## config.mk

```make
export PLATFORM = sky130hd
export DESIGN_NAME = scsi_isr
export DESIGN_NICKNAME = d
export VERILOG_FILES = /design/src/rtl/scsi_isr_pkg.sv /design/src/rtl/scsi_isr_qual.sv /design/src/rtl/scsi_isr_bits.sv /design/src/rtl/scsi_isr_host.sv /design/src/rtl/scsi_isr.sv
export SDC_FILE = /design/constraint.sdc
export NUM_CORES = 1
export LEC_CHECK = 0
export CAP_MARGIN = 20
export CORE_MARGIN = 2
export CORE_UTILIZATION = 25
export DETAILED_ROUTE_END_ITERATION = 10
export GPL_TIMING_DRIVEN = 0
export REMOVE_ABC_BUFFERS = 1
export SETUP_SLACK_MARGIN = 0.5
export SKIP_CTS_REPAIR_TIMING = 1
export SYNTH_ARGS = -nofsm -noshare
export SYNTH_HDL_FRONTEND = slang
export SYNTH_SLANG_ARGS = --single-unit
```

## constraint.sdc

```tcl
create_clock -name clk -period 1.4 [get_ports clk]
set_clock_uncertainty 0.1 [all_clocks]
set_input_delay 0.14 -clock clk [delete_from_list [all_inputs] [get_ports clk]]
set_output_delay 0.14 -clock clk [all_outputs]
set_load 0.1 [all_outputs]
```

## src/rtl/scsi_isr_pkg.sv

```systemverilog
package scsi_isr_pkg;

   localparam int unsigned ISR_W = 8;

   typedef enum logic [1:0] {
      CMD_ANY = 2'b00,
      CMD_TGT = 2'b01,
      CMD_INI = 2'b10,
      CMD_BAD = 2'b11
   } cmd_class_e;

   // Packed MSB-first so that field order equals host bit position.
   typedef struct packed {
      logic bus_rst;
      logic bad_cmd;
      logic disc;
      logic svc_req;
      logic op_ok;
      logic resel;
      logic sel_w_atn;
      logic sel_no_atn;
   } isr_bits_t;

endpackage

```

## src/rtl/scsi_isr_qual.sv

```systemverilog
module scsi_isr_qual
   import scsi_isr_pkg::*;
(
   input  logic       role_initiator,
   input  logic       rst_report_en,
   input  logic       ev_bus_reset,
   input  logic       cmd_strobe,
   input  logic [1:0] cmd_class,
   input  logic       ev_seq_disc,
   input  logic       ev_tgt_disc,
   input  logic       ev_sel_timeout,
   input  logic       ev_atn,
   input  logic       ev_phase_req,
   input  logic       ev_cmd_done,
   input  logic       ev_sel_ok,
   input  logic       ev_msgin_req,
   input  logic       ev_resel,
   input  logic       ev_selected,
   input  logic       sel_atn,
   output isr_bits_t  set_vec
);

   cmd_class_e cls;
   logic       in_target;
   logic       wrong_role;

   assign cls        = cmd_class_e'(cmd_class);
   assign in_target  = ~role_initiator;

   always_comb begin
      unique case (cls)
         CMD_ANY: wrong_role = 1'b0;
         CMD_TGT: wrong_role = role_initiator;
         CMD_INI: wrong_role = in_target;
         default: wrong_role = 1'b1;
      endcase
   end

   always_comb begin
      set_vec            = '0;
      set_vec.bus_rst    = ev_bus_reset & rst_report_en;
      set_vec.bad_cmd    = cmd_strobe & wrong_role;
      set_vec.disc       = in_target ? ev_seq_disc
                                     : (ev_tgt_disc | ev_sel_timeout);
      set_vec.svc_req    = in_target ? ev_atn : ev_phase_req;
      set_vec.op_ok      = ev_cmd_done
                         | (role_initiator & (ev_sel_ok | ev_msgin_req));
      set_vec.resel      = ev_resel;
      set_vec.sel_w_atn  = ev_selected & sel_atn;
      set_vec.sel_no_atn = ev_selected & ~sel_atn;
   end

endmodule

```

## src/rtl/scsi_isr_bits.sv

```systemverilog
module scsi_isr_bits #(
   parameter int unsigned WIDTH = 8
) (
   input  logic             clk,
   input  logic             rst_n,
   input  logic             clear,
   input  logic [WIDTH-1:0] set,
   output logic [WIDTH-1:0] q
);

   if (WIDTH < 1) begin : g_bad_width
      $error("scsi_isr_bits: WIDTH must be at least 1");
   end

   for (genvar i = 0; i < WIDTH; i++) begin : g_bit
      // New set wins over the clear so a same-cycle event survives.
      always_ff @(posedge clk or negedge rst_n) begin
         if (!rst_n) q[i] <= 1'b0;
         else        q[i] <= set[i] | (q[i] & ~clear);
      end
   end

endmodule

```

## src/rtl/scsi_isr_host.sv

```systemverilog
module scsi_isr_host #(
   parameter int unsigned ADDR_W   = 8,
   parameter int unsigned REG_ADDR = 5,
   parameter int unsigned DATA_W   = 8
) (
   input  logic              clk,
   input  logic              rst_n,
   input  logic              rd_en,
   input  logic [ADDR_W-1:0] rd_addr,
   input  logic [DATA_W-1:0] status,
   output logic              hit,
   output logic [DATA_W-1:0] rd_data,
   output logic              clr_status,
   output logic              clr_internal
);

   localparam logic [ADDR_W-1:0] MATCH = ADDR_W'(REG_ADDR);

   if (ADDR_W < 1 || ADDR_W > 16) begin : g_bad_aw
      $error("scsi_isr_host: ADDR_W out of range");
   end
   if (REG_ADDR >= (1 << ADDR_W)) begin : g_bad_addr
      $error("scsi_isr_host: REG_ADDR does not fit in ADDR_W");
   end

   assign hit = rd_en & (rd_addr == MATCH);

   always_ff @(posedge clk or negedge rst_n) begin
      if (!rst_n) begin
         rd_data      <= '0;
         clr_status   <= 1'b0;
         clr_internal <= 1'b0;
      end else begin
         rd_data      <= hit ? status : '0;
         clr_status   <= hit;
         clr_internal <= hit;
      end
   end

endmodule

```

## src/rtl/scsi_isr.sv

```systemverilog
module scsi_isr
   import scsi_isr_pkg::*;
#(
   parameter int unsigned ADDR_W   = 8,
   parameter int unsigned REG_ADDR = 5
) (
   input  logic              clk,
   input  logic              rst_n,
   input  logic              role_initiator,
   input  logic              rst_report_en,
   input  logic              ev_bus_reset,
   input  logic              cmd_strobe,
   input  logic [1:0]        cmd_class,
   input  logic              ev_seq_disc,
   input  logic              ev_tgt_disc,
   input  logic              ev_sel_timeout,
   input  logic              ev_atn,
   input  logic              ev_phase_req,
   input  logic              ev_cmd_done,
   input  logic              ev_sel_ok,
   input  logic              ev_msgin_req,
   input  logic              ev_resel,
   input  logic              ev_selected,
   input  logic              sel_atn,
   input  logic              rd_en,
   input  logic [ADDR_W-1:0] rd_addr,
   output logic [7:0]        rd_data,
   output logic              irq,
   output logic              clr_status,
   output logic              clr_internal
);

   isr_bits_t        set_vec;
   logic [ISR_W-1:0] status_q;
   logic             hit;

   scsi_isr_qual u_qual (
      .role_initiator (role_initiator),
      .rst_report_en  (rst_report_en),
      .ev_bus_reset   (ev_bus_reset),
      .cmd_strobe     (cmd_strobe),
      .cmd_class      (cmd_class),
      .ev_seq_disc    (ev_seq_disc),
      .ev_tgt_disc    (ev_tgt_disc),
      .ev_sel_timeout (ev_sel_timeout),
      .ev_atn         (ev_atn),
      .ev_phase_req   (ev_phase_req),
      .ev_cmd_done    (ev_cmd_done),
      .ev_sel_ok      (ev_sel_ok),
      .ev_msgin_req   (ev_msgin_req),
      .ev_resel       (ev_resel),
      .ev_selected    (ev_selected),
      .sel_atn        (sel_atn),
      .set_vec        (set_vec)
   );

   scsi_isr_bits #(.WIDTH(ISR_W)) u_bits (
      .clk   (clk),
      .rst_n (rst_n),
      .clear (hit),
      .set   (set_vec),
      .q     (status_q)
   );

   scsi_isr_host #(
      .ADDR_W   (ADDR_W),
      .REG_ADDR (REG_ADDR),
      .DATA_W   (ISR_W)
   ) u_host (
      .clk          (clk),
      .rst_n        (rst_n),
      .rd_en        (rd_en),
      .rd_addr      (rd_addr),
      .status       (status_q),
      .hit          (hit),
      .rd_data      (rd_data),
      .clr_status   (clr_status),
      .clr_internal (clr_internal)
   );

   assign irq = |status_q;

endmodule

```

==> results.toml <==
[clocking]
numCtsBuffers = 3
clk-insertion-delay-late_ns = 0.28
path_clk_slew_ns = 0.10
clock_path_buffers = 2
cts_tree = "built"
htreeDepth = 1
clock_sinks = 17
cts-root-buf = "clkbuf_4"

[sta]
post-route-period-util_pct = 109
max_freq_mhz = 658
worst_pin_slew_ns = 0.719
finalMaxSlewViolations = 0
setup_viol_count_final = 1
period_needed_ns = 1.52
hold_viol = 17
rsz0062_at_grt = "true"
max-slew-margin-rel_pct = 52.0
setup_slack_ns = -0.120
hold_ws_ns = -0.212
finalSetupTns_ns = -0.120

[global_routing]
globalRouteMet3Util_pct = 3.95
grt_usage_pct = 8.42
grt_max_degree = 18
gr-usage-met2_pct = 13.4
top_usage_layer = "met2"
first_global_vias = 518
grt_pass1_wl_um = 2100
grtUsageMet1_pct = 9.84
antenna_found_initial = 0
overflow = 0

[synthesis]
yosys.area.top_type = "dfrtp_1"
ys_warn_count = 0
ys_types = 19
synth_cells = 48
ys_seq_area_share_pct = 62.5
synth_area_um2 = 681
synthTopCellsByArea = "dfrtp_1, and2_1, a22o_2"
syn-mean-instance-area_um2 = 14.2
synth_top_area_share_pct = 62.5
synth-seq-cells = 17

[worst_setup_path]
worst_path_max_delay_cell = "dfrtp_1"
worst_r2r_path_depth = 2
path_depth = 3
path_class = "reg2out"
cp.arrival_ns = 1.28
ff2ff_setup_slack_ns = 0.41
cp_num_buf_inv = 1
cp_cell_sequence = "nor4_2 -> nand2_1 -> buf_6"
critPathMaxFanout = 3
critPathLaunchType = "flop"
cp-end-kind = "output pin"
r2r_end = "u_bits.q[6]"
rr_startpoint = "u_bits.q[6]"
cp.required_ns = 1.16
path_delay_family = "flip-flops"
critPathMaxStageDelay_ns = 0.41

[die]
dieArea_um2 = 3160
start_util_pct = 27.0
fp-row-count = 18
core_um2 = 2520
die_h_um = 56.2
die_w_um = 56.2
num_io_pins = 39

[routing]
avgViaCountPerCell = 4.36
dr.pass1.iters = 2
drcViolationCount = 0
drtAntennaViolNets = 0
dr.first_iter.drc_count = 3
vias = 545
finalWirelength_um = 1390
wl_per_cell_um = 11.1

[run_status]
violations = "negative hold slack, negative setup slack"
status = "finished, violations left"

[placement]
dp_slack_ns = -0.592
dp.cells = 115
io_buffers = 38
place_congestion = 0.668

[power_and_ir_drop]
peakVddDrop_mv = 0.409
power_density_nw_per_um2 = 633
finalPower_mw = 0.865
p_leak_nw = 0.650

[job]
cap_violations = 0

[min_path]
hp-class = "in2async"

[final_layout]
multi_input_area_um2 = 314
regArea_um2 = 425
drive_gt1_share_pct = 44.2
final_nets = 124
n_fill_cell = 226
antenna_cells = 0
final_cells = 125
syn_to_final_growth_pct = 101
==> sequential cells by signal (all words and copies together) (netlist names) <==
register / flops
u_bits.q: 8
u_host.rd_data: 8
u_host.clr_status: 1
==> worst max path at each step <==
stage / slack [ns] / to / from
after global placement: -0.59 / irq / u_bits.q[6]
after floorplan: -0.32 / clr_internal / u_host.clr_status
after CTS: -0.93 / irq / u_bits.q[6]
after global routing: -0.21 / irq / u_bits.q[6]
after detailed placement: -0.59 / irq / u_bits.q[6]
final: -0.12 / irq / u_bits.q[6]
==> per-stage QoR <==
step | util, % | hold WS, ns | area (µm²)
after floorplan | - | -0.256 | 673
after global placement | 43.3 | 0.390 | 1090
after detailed placement | 43.3 | 0.394 | 1090
after CTS | 44.3 | 0.194 | 1120
after global routing | 54.2 | -0.162 | 1370
final | 54.2 | -0.212 | 1370
==> cell usage after synthesis (all sizes together) <==
cell type / count
dfrtp: 17
and2: 8
a22o: 4
a21o: 2
inv: 2
nor2: 2
nor4: 2
a211o: 1
a21oi: 1
a221o: 1
buf: 1
mux2: 1
nand2: 1
nand4b: 1
nor2b: 1
nor3b: 1
nor4b: 1
o21a: 1
==> report_power, final <==
part | internal (mW) | total [mW] | leakage [nW] | switching, mW
combinational | 0.0797 | 0.121 | 0.436 | 0.0415
sequential | 0.492 | 0.494 | 0.196 | 0.00146
clock | 0.106 | 0.250 | 0.0177 | 0.145
==> worst register-to-register path, cell delays in order, from the launching register on <==
cell	delay, ns
dfrtp_1	0.41
buf_4	0.15
a22o_4	0.24
==> cells by family (layout without fill, tap and decap cells) <==
| kind of cell | after synthesis | count (layout) | synth area share, % |
|---|---|---|---|
| compound gates | 10 | 10 | 13.1 |
| buf+inv | 3 | 49 | 2.21 |
| flops | 17 | 17 | 62.5 |
| mux | 1 | 1 | 1.65 |
| simple gates | 17 | 18 | 20.6 |
==> cell usage in the layout (no fill, tap or decap), drive strengths merged <==
cell,netlist,layout
nand2,1,1
nand4b,1,2
inv,2,1
nor4b,1,1
mux2,1,1
clkdlybuf4s50,0,16
a211o,1,1
a221o,1,1
nor2,2,2
buf,1,16
o21a,1,1
clkbuf,0,5
clkinvlp,0,1
nor2b,1,1
and2,8,8
nor4,2,2
nor3b,1,1
a21o,2,2
dfrtp,17,17
clkinv,0,2
a21oi,1,1
dlymetal6s2s,0,8
a22o,4,4
==> metal layers <==
layer / up-vias / share of wire (%) / routed length, µm
met1: 242 / 44 / 609
li1: 268 / - / -
met4: 0 / 0 / 0
met2: 35 / 45 / 623
met5: - / 0 / 0
met3: 0 / 11 / 152
==> final cells by class <==
class | count | area share, %
timing repair inverter | 1 | 0.549
inverter | 2 | 1.46
timing repair buffer | 42 | 39.2
multi-input combinational | 29 | 23.0
clock inverter | 1 | 0.366
sequential | 17 | 31.1
tap | 30 | 2.74
clock buffer | 3 | 1.65
(Power assumes the default switching activity.)
